## src/rtl/gpio_sleep_pkg.sv

```systemverilog
package gpio_sleep_pkg;
  localparam int unsigned NUM_SRC = 3;
  typedef enum logic [1:0] {
    ALT_GPIO = 2'd0,
    ALT_SRC0 = 2'd1,
    ALT_SRC1 = 2'd2,
    ALT_SRC2 = 2'd3
  } alt_sel_e;
endpackage

```

## src/rtl/gpio_edge_unit.sv

```systemverilog
// Two-flop synchroniser, edge detect and sticky status for all pins.
module gpio_edge_unit #(
  parameter int unsigned NPINS = 32
) (
  input  logic             clk,
  input  logic             rst,
  input  logic [NPINS-1:0] pin_in,
  input  logic [NPINS-1:0] rise_en,
  input  logic [NPINS-1:0] fall_en,
  input  logic [NPINS-1:0] edge_clr,
  output logic [NPINS-1:0] level,
  output logic [NPINS-1:0] edge_status,
  output logic [NPINS-1:0] edge_hit
);
  logic [NPINS-1:0] sync1_q, sync2_q, prev_q, stat_q;

  assign edge_hit = (sync2_q & ~prev_q & rise_en) | (~sync2_q & prev_q & fall_en);

  always_ff @(posedge clk) begin
    if (rst) begin
      sync1_q <= '0;
      sync2_q <= '0;
      prev_q  <= '0;
      stat_q  <= '0;
    end else begin
      sync1_q <= pin_in;
      sync2_q <= sync1_q;
      prev_q  <= sync2_q;
      // a fresh edge takes priority over a clear of the same bit
      stat_q  <= (stat_q & ~edge_clr) | edge_hit;
    end
  end

  assign level       = sync2_q;
  assign edge_status = stat_q;
endmodule

```

## src/rtl/gpio_retention_ctl.sv

```systemverilog
// Sleep entry snapshot and the hold that keeps it on the pins after wake.
module gpio_retention_ctl #(
  parameter int unsigned NPINS = 32
) (
  input  logic             clk,
  input  logic             rst,
  input  logic             sleep_req,
  input  logic             reinit_ack,
  input  logic             prog_write,
  input  logic [NPINS-1:0] sleep_val,
  input  logic [NPINS-1:0] dir_cur,
  output logic             entry,
  output logic             hold_active,
  output logic [NPINS-1:0] hold_val,
  output logic [NPINS-1:0] hold_dir
);
  logic sleep_d, reprog_q, hold_q;

  assign entry = sleep_req & ~sleep_d;

  always_ff @(posedge clk) begin
    if (rst) begin
      sleep_d  <= 1'b0;
      reprog_q <= 1'b0;
      hold_q   <= 1'b0;
      hold_val <= '0;
      hold_dir <= '0;
    end else begin
      sleep_d <= sleep_req;
      if (entry) begin
        hold_val <= sleep_val;
        hold_dir <= dir_cur;
        hold_q   <= 1'b1;
        reprog_q <= 1'b0;
      end else if (hold_q && !sleep_req) begin
        if (prog_write) reprog_q <= 1'b1;
        if (reinit_ack && reprog_q) hold_q <= 1'b0;
      end
    end
  end

  assign hold_active = hold_q;
endmodule

```

## src/rtl/gpio_pin_mux.sv

```systemverilog
// Per-pin output selection and peripheral input routing.
module gpio_pin_mux
  import gpio_sleep_pkg::*;
#(
  parameter int unsigned NPINS = 32
) (
  input  logic                     hold_active,
  input  logic [NPINS-1:0]         hold_val,
  input  logic [NPINS-1:0]         hold_dir,
  input  logic [NPINS-1:0]         out_q,
  input  logic [NPINS-1:0]         dir_q,
  input  logic [NPINS-1:0]         level,
  input  logic [2*NPINS-1:0]       alt_q,
  input  logic [NUM_SRC*NPINS-1:0] periph_out,
  output logic [NPINS-1:0]         out_d,
  output logic [NPINS-1:0]         oe_d,
  output logic [NUM_SRC*NPINS-1:0] periph_in
);
  for (genvar i = 0; i < NPINS; i++) begin : g_pin
    alt_sel_e sel;
    logic     src;
    // pin 0 is reserved and always behaves as plain GPIO
    assign sel = (i == 0) ? ALT_GPIO : alt_sel_e'(alt_q[2*i +: 2]);

    always_comb begin
      case (sel)
        ALT_SRC0: src = periph_out[i];
        ALT_SRC1: src = periph_out[NPINS + i];
        ALT_SRC2: src = periph_out[2*NPINS + i];
        default:  src = out_q[i];
      endcase
      out_d[i] = hold_active ? hold_val[i] : src;
      oe_d[i]  = hold_active ? hold_dir[i] : dir_q[i];
    end

    for (genvar k = 0; k < NUM_SRC; k++) begin : g_src
      assign periph_in[k*NPINS + i] = level[i] & (sel == alt_sel_e'(2'(k + 1)));
    end
  end
endmodule

```

## src/rtl/gpio_sleep_bank.sv

```systemverilog
module gpio_sleep_bank
  import gpio_sleep_pkg::*;
#(
  parameter int unsigned NPINS     = 32,
  parameter int unsigned WAKE_PINS = 16
) (
  input  logic                     clk,
  input  logic                     rst,
  input  logic                     dir_we,
  input  logic [NPINS-1:0]         dir_wdata,
  input  logic [NPINS-1:0]         set_pulse,
  input  logic [NPINS-1:0]         clr_pulse,
  input  logic                     rise_en_we,
  input  logic [NPINS-1:0]         rise_en_wdata,
  input  logic                     fall_en_we,
  input  logic [NPINS-1:0]         fall_en_wdata,
  input  logic [NPINS-1:0]         edge_clr,
  input  logic                     alt_we,
  input  logic [2*NPINS-1:0]       alt_wdata,
  input  logic                     sleep_val_we,
  input  logic [NPINS-1:0]         sleep_val_wdata,
  input  logic                     sleep_req,
  input  logic                     reinit_ack,
  input  logic [NPINS-1:0]         pin_in,
  input  logic [NUM_SRC*NPINS-1:0] periph_out,
  output logic [NPINS-1:0]         pin_out,
  output logic [NPINS-1:0]         pin_oe,
  output logic [NUM_SRC*NPINS-1:0] periph_in,
  output logic [NPINS-1:0]         level,
  output logic [NPINS-1:0]         edge_status,
  output logic                     wake,
  output logic                     hold_active
);
  localparam int unsigned WAKE_N = (WAKE_PINS < NPINS) ? WAKE_PINS : NPINS;

  logic [NPINS-1:0]   dir_q, out_q, rise_q, fall_q, sleep_val_q;
  logic [2*NPINS-1:0] alt_q;
  logic [NPINS-1:0]   edge_hit, hold_val, hold_dir, out_d, oe_d;
  logic               entry, prog_write, wake_q;

  assign prog_write = dir_we | (|set_pulse) | (|clr_pulse);

  always_ff @(posedge clk) begin
    if (rst) begin
      dir_q       <= '0;
      out_q       <= '0;
      rise_q      <= '0;
      fall_q      <= '0;
      sleep_val_q <= '0;
      alt_q       <= '0;
    end else begin
      if (dir_we)       dir_q       <= dir_wdata;
      if (rise_en_we)   rise_q      <= rise_en_wdata;
      if (fall_en_we)   fall_q      <= fall_en_wdata;
      if (alt_we)       alt_q       <= alt_wdata;
      if (sleep_val_we) sleep_val_q <= sleep_val_wdata;
      if (entry) out_q <= sleep_val_q;
      else       out_q <= (out_q & ~clr_pulse) | set_pulse;
    end
  end

  gpio_edge_unit #(.NPINS(NPINS)) edge_i (
    .clk(clk), .rst(rst), .pin_in(pin_in), .rise_en(rise_q), .fall_en(fall_q),
    .edge_clr(edge_clr), .level(level), .edge_status(edge_status), .edge_hit(edge_hit)
  );

  gpio_retention_ctl #(.NPINS(NPINS)) ret_i (
    .clk(clk), .rst(rst), .sleep_req(sleep_req), .reinit_ack(reinit_ack),
    .prog_write(prog_write), .sleep_val(sleep_val_q), .dir_cur(dir_q),
    .entry(entry), .hold_active(hold_active), .hold_val(hold_val), .hold_dir(hold_dir)
  );

  gpio_pin_mux #(.NPINS(NPINS)) mux_i (
    .hold_active(hold_active), .hold_val(hold_val), .hold_dir(hold_dir),
    .out_q(out_q), .dir_q(dir_q), .level(level), .alt_q(alt_q),
    .periph_out(periph_out), .out_d(out_d), .oe_d(oe_d), .periph_in(periph_in)
  );

  always_ff @(posedge clk) begin
    if (rst) begin
      pin_out <= '0;
      pin_oe  <= '0;
      wake_q  <= 1'b0;
    end else begin
      pin_out <= out_d;
      pin_oe  <= oe_d;
      wake_q  <= sleep_req & (|edge_hit[WAKE_N-1:0]);
    end
  end

  assign wake = wake_q;
endmodule

```

## config.mk

```make
export PLATFORM = sky130hd
export DESIGN_NAME = gpio_sleep_bank
export DESIGN_NICKNAME = d
export VERILOG_FILES = /design/src/rtl/gpio_sleep_pkg.sv /design/src/rtl/gpio_edge_unit.sv /design/src/rtl/gpio_retention_ctl.sv /design/src/rtl/gpio_pin_mux.sv /design/src/rtl/gpio_sleep_bank.sv
export SDC_FILE = /design/constraint.sdc
export NUM_CORES = 1
export LEC_CHECK = 0
export ABC_AREA = 1
export BUFFER_PORTS_ARGS = -buffer_cell sky130_fd_sc_hd__buf_2
export CAP_MARGIN = 20
export CORE_AREA = 3 3 249 251
export CTS_BUF_LIST = sky130_fd_sc_hd__clkbuf_4
export CTS_CLUSTER_DIAMETER = 50
export DETAILED_ROUTE_END_ITERATION = 12
export DIE_AREA = 0 0 252 254
export SETUP_SLACK_MARGIN = 0.2
export SYNTH_ARGS = -nofsm -noshare
export SYNTH_HDL_FRONTEND = slang
export SYNTH_SLANG_ARGS = --single-unit
```

## constraint.sdc

```tcl
create_clock -name clk -period 1.1 [get_ports clk]
set_input_delay 0.22 -clock clk [delete_from_list [all_inputs] [get_ports clk]]
set_output_delay 0.22 -clock clk [all_outputs]
set_load 0.03 [all_outputs]
```

=== Word-level counts from Yosys, hierarchy flattened ===
Index checks and enable logic that the tools add are counted.

* Bitwise gates (word level): 111
* Equal/unequal tests: 93
* Mux-type cells: 99
* Reduce and logical (&&, ||, !) cells: 11

{| class="wikitable"
|+ Operators with widths
! operator !! count
|-
| 32-bit bitwise AND || 6
|-
| 32-bit NOT || 4
|-
| 2-bit == test (second input constant) || 62
|-
| 32-bit bitwise OR || 3
|-
| 1-bit bitwise AND || 95
|-
| 1-bit one-hot mux with 3 select lines || 31
|-
| 1-bit two-way mux || 67
|-
| 32-bit OR reduction || 2
|-
| 2-bit by 1-bit == test with 1-bit output (second input constant) || 31
|-
| 32-bit two-way mux || 1
|-
| 16-bit OR reduction || 1
|-
| 2-bit AND reduction || 2
|-
| 2-bit nonzero test || 2
|-
| 1-bit logical AND || 2
|-
| 1-bit bitwise OR || 2
|-
| 2-bit OR reduction || 1
|-
| 1-bit logical NOT || 1
|-
| 1-bit NOT || 1
|}

* Input bits: 425
* Output and inout bits: 226
* Register bits: 484

=== Logic depth before layout (Yosys ltp) ===
* Depth in word-level cells: 6
* Gate-level depth with buffers: 8
* Mapped depth without buffers: 8

=== Hierarchy ===
Synthesis repeated with hierarchy kept, for this count alone.

* Cells, all modules: 2995
* Area, all modules: 20677.3 µm²

{| class="wikitable"
|+ By module, submodules not included
! module !! area an instance (µm²) !! instances !! cells an instance !! seq. area each (µm²)
|-
| gpio_sleep_bank || 10152.2 || 1 || 1306 || 5785.5
|-
| gpio_edge_unit || 4687.0 || 1 || 623 || 2562.5
|-
| gpio_pin_mux || 2994.1 || 1 || 637 || 0.0
|-
| gpio_retention_ctl || 2844.0 || 1 || 429 || 1341.3
|}

=== Worst setup path before layout ===
No wires, ideal clock.

* Path kind: reg-to-output
* Start point: reg edge_i.sync2_q[10], in the netlist edge_i.level[10]
* End point: out periph_in[10]
* Setup slack: -435 ps
* Buffers on the path: 0
* Cell stages (with the launch flop): 3
* Data arrival time: 1315 ps
* Required time: 880 ps
* Cells stage by stage: dfxtp_1 -> inv_1 -> nor3_1

* Longest elaborated chain between the ends: 1

{| class="wikitable"
|+ RTL lines
! item !! line !! source
|-
| start, declared || gpio_edge_unit.sv:15 || <nowiki>logic [NPINS-1:0] sync1_q, sync2_q, prev_q, stat_q;</nowiki>
|-
| start signal, assigned || gpio_edge_unit.sv:27 || <nowiki>sync2_q <= sync1_q;</nowiki>
|-
| 1-bit bitwise AND || gpio_pin_mux.sv:37 || <nowiki>assign periph_in[k*NPINS + i] = level[i] & (sel == alt_sel_e'(2'(k + 1)));</nowiki>
|-
| end, declared || gpio_sleep_bank.sv:28 || <nowiki>output logic [NUM_SRC*NPINS-1:0] periph_in,</nowiki>
|}

No other way between the ends.

=== Worst setup path after layout ===
* Start point: reg edge_i.sync2_q[8], in the netlist edge_i.level[8]
* End point: out periph_in[8]

The elaborated chain is that of the path after synthesis.

==> run metrics <==
Peak VDD IR=0.000923 V; top_reg_cell synth=dfxtp_1; Crit Path Max Fanout=4; layout cells sized above 1=41.9%; violated checks=setup timing; min cycle time layout=2.14 ns; H-tree level count=4; fin crit share=195%; Worst Tran Pin Value=0.553 ns; Async S/R FF share, synth=0%; Yosys top cell area share=53.2%; CP most frequent cell=buf_6; first-pass GRT wire length=137 mm; Routed wire per std cell=19.7 um; placed inst area=0.0258 mm^2; Core Area=0.0601 mm^2; RSZ-0062 raised after global routing=yes; Initial DRC Count=1,822; final setup fails=422; GPL Wtd Cong=0.907; post-synthesis cell area=0.0181 mm^2; top cells by area, synth=dfxtp_1 (53%), nor2_1 (12%), o21ai_0 (9.2%); CTS buffer count=135; antenna violations before repair=11; Fmax achieved=467 MHz; number of synthesized flops with an enable pin=0; Worst Setup Start Kind=flop; leading area contributor after synthesis=dfxtp_1; status=complete, but fails checks; largest stage delay on the critical path=0.38 ns; Clock Sinks=482; Initial Util=30.2%; type of the worst setup path=reg2out; die height=254 um; LEAKAGE=0.0176 uW; 1st-pass router iterations=6; TritonCTS clock tree=yes; areal power density over the cells=1230 mW/mm^2; Register Area=0.00991 mm^2; hpwl dp=54.3 mm; Critical Path AT=1.92 ns; Worst Hold Launch=edge_clr[1]; Critical Path End Type=output port; PortBufs=642; die width=252 um; row cnt=90; worst hold path type=in2reg; yosys synthesis warning count=0; vias in the first global route=25,300; Area Overhead vs Synth=111%; Clock Pin Slew Worst Setup and Hold Paths=0.08 ns; synth cell count leaders=nor2_1 (558), dfxtp_1 (482), o21ai_0 (335); post-detailed-route count of antenna-violating nets=0; Mean Syn Cell Area=7.55 um^2; Congestion Overflow GR=0; endpoints failing hold=0; Ports=651; Final Cell Area=0.0383 mm^2; Final Worst Setup Slack=-1.04 ns; CP Cell Sequence=clkinvlp_4 -> buf_6 -> nor3_4 -> buf_6; R2R Path Start=edge_i.level[8]; drc violations=0; worst skew pair latency=0.96 ns; Total Wirelength=98.4 mm; max cap viols=0; fraction of the yosys area taken by sequential cells=53.2%; Slew headroom=62.8%; synthesized instance count=2,404; largest net degree at the start of global routing=44; Fillers=4,323; Final Slew Violations=0; multi-input logic area=0.00876 mm^2; #FFs+latches synth=482; pre-CTS WS=-0.513 ns; GRT Overall Usage=27.6%; nets=4,523; full die area=0.0640 mm^2; synth unique cells=25; Fin Clk Skew=0.0680 ns; CP max-delay cell=dfxtp_4; vias=24,900; CP startpoint=edge_i.level[8]; Root Buffer=clkbuf_4; CTS Buffer Depth=3; required time of the critical path=0.88 ns; most common cell in the netlist=nor2_1; DR vias/cell=4.98
[sequential cells by signal, summed over array words and instances (netlist names), 32 cells and up]
signal and cells:
edge_i.edge_status 32, dir_q 32, out_q 32, pin_out 32, edge_i.level 32, edge_i.prev_q 32
edge_i.sync1_q 32, ret_i.hold_val 32, fall_q 32, alt_q 62, pin_oe 32, ret_i.hold_dir 32
sleep_val_q 32, rise_q 32
[layer usage]
layer | global-route usage, % | share of wire, % | vias to the layer above | wire, um
li1 | - | - | 11300 | -
met1 | 29.5 | 37 | 11600 | 36100
met2 | 47.7 | 49 | 1409 | 47900
met3 | 7.13 | 7.5 | 515 | 7400
met4 | 19.3 | 7.1 | 2 | 7010
met5 | 0 | 0.013 | - | 13
[through the flow]
step                      setup TNS [ns]  util [%]  total power, uW  std cells  hold slack, ns
after CTS                        -196.02      60.6            45900       4901        0.000484
after global routing             -219.24      63.7            49100       4989          0.0425
after global placement            -14.49      42.8            25700       3993           0.379
after floorplan                    -3.02         -            22800       2406           0.318
after detailed placement          -16.94      42.8            25800       3993           0.382
final                            -182.59      63.7            47100       4992           0.105
[layout by cell type, fill, tap and decap left out, types with 47 or more instances in the layout]
cell type | Yosys | layout
nand2_1 | 86 | 86
o21ai_0 | 335 | 202
inv_1 | 322 | 262
o21ai_1 | 31 | 94
buf_6 | 1 | 300
nor3_4 | 0 | 93
clkbuf_4 | 0 | 205
dfxtp_2 | 0 | 101
a21oi_1 | 142 | 97
nor2_1 | 558 | 517
nand3_1 | 174 | 145
dlygate4sd3_1 | 0 | 624
buf_4 | 8 | 237
dfxtp_1 | 482 | 346
o21ai_2 | 0 | 69
buf_12 | 0 | 47
buf_2 | 67 | 418
[area by class of cell]
class,instances,area share [%]
timing repair buffer,1673,40.3
tap,782,2.56
sequential,482,25.9
antenna,15,0.0980
clock buffer,205,4.02
clock inverter,29,0.624
inverter,326,3.65
multi-input combinational,1480,22.9
[final timing paths]
| kind | endpoint | slack, ns | cells past startpoint |
|---|---|---|---|
| hold / removal | edge_i.edge_status[1] | 0.11 | 5 |
| setup reg to reg | edge_i.edge_status[8] | -0.37 | 9 |
| hold reg to reg | edge_i.level[28] | 0.38 | 2 |
| setup / recovery | periph_in[8] | -1.04 | 4 |
[what timing repair did]
item | 4_1_cts | 5_1_grt
hold buffers | 624 | 4
gates cloned | 11 | 16
setup buffers | 39 | 60
resized for setup | 683 | 273
endpoints found under the setup margin | 421 | 614
hold endpoints to repair | 482 | 397
pin swaps | 38 | 33
[logic make-up after synthesis]
group                  count (synthesis)  synth area share (%)
buffers and inverters                445                  9.89
AOI/OAI and AO/OA                    526                  14.9
DFF                                  482                  53.2
and+or+nand+nor                      950                  22.1
other                                  1                0.0207
[worst max-delay path: cells and delay by family, from the launching register on]
family / cells / cell delay, ns
buffers and inverters: 3 / 0.47
flip-flops: 1 / 0.38
AND/OR/NAND/NOR: 1 / 0.12
[power breakdown]
part | total, uW | switching, uW | internal, uW
Sequential | 19300 | 742 | 18600
Clock | 17500 | 8120 | 9420
Combinational | 10300 | 5140 | 5160
No activity file was read; power rests on OpenSTA's default activity.
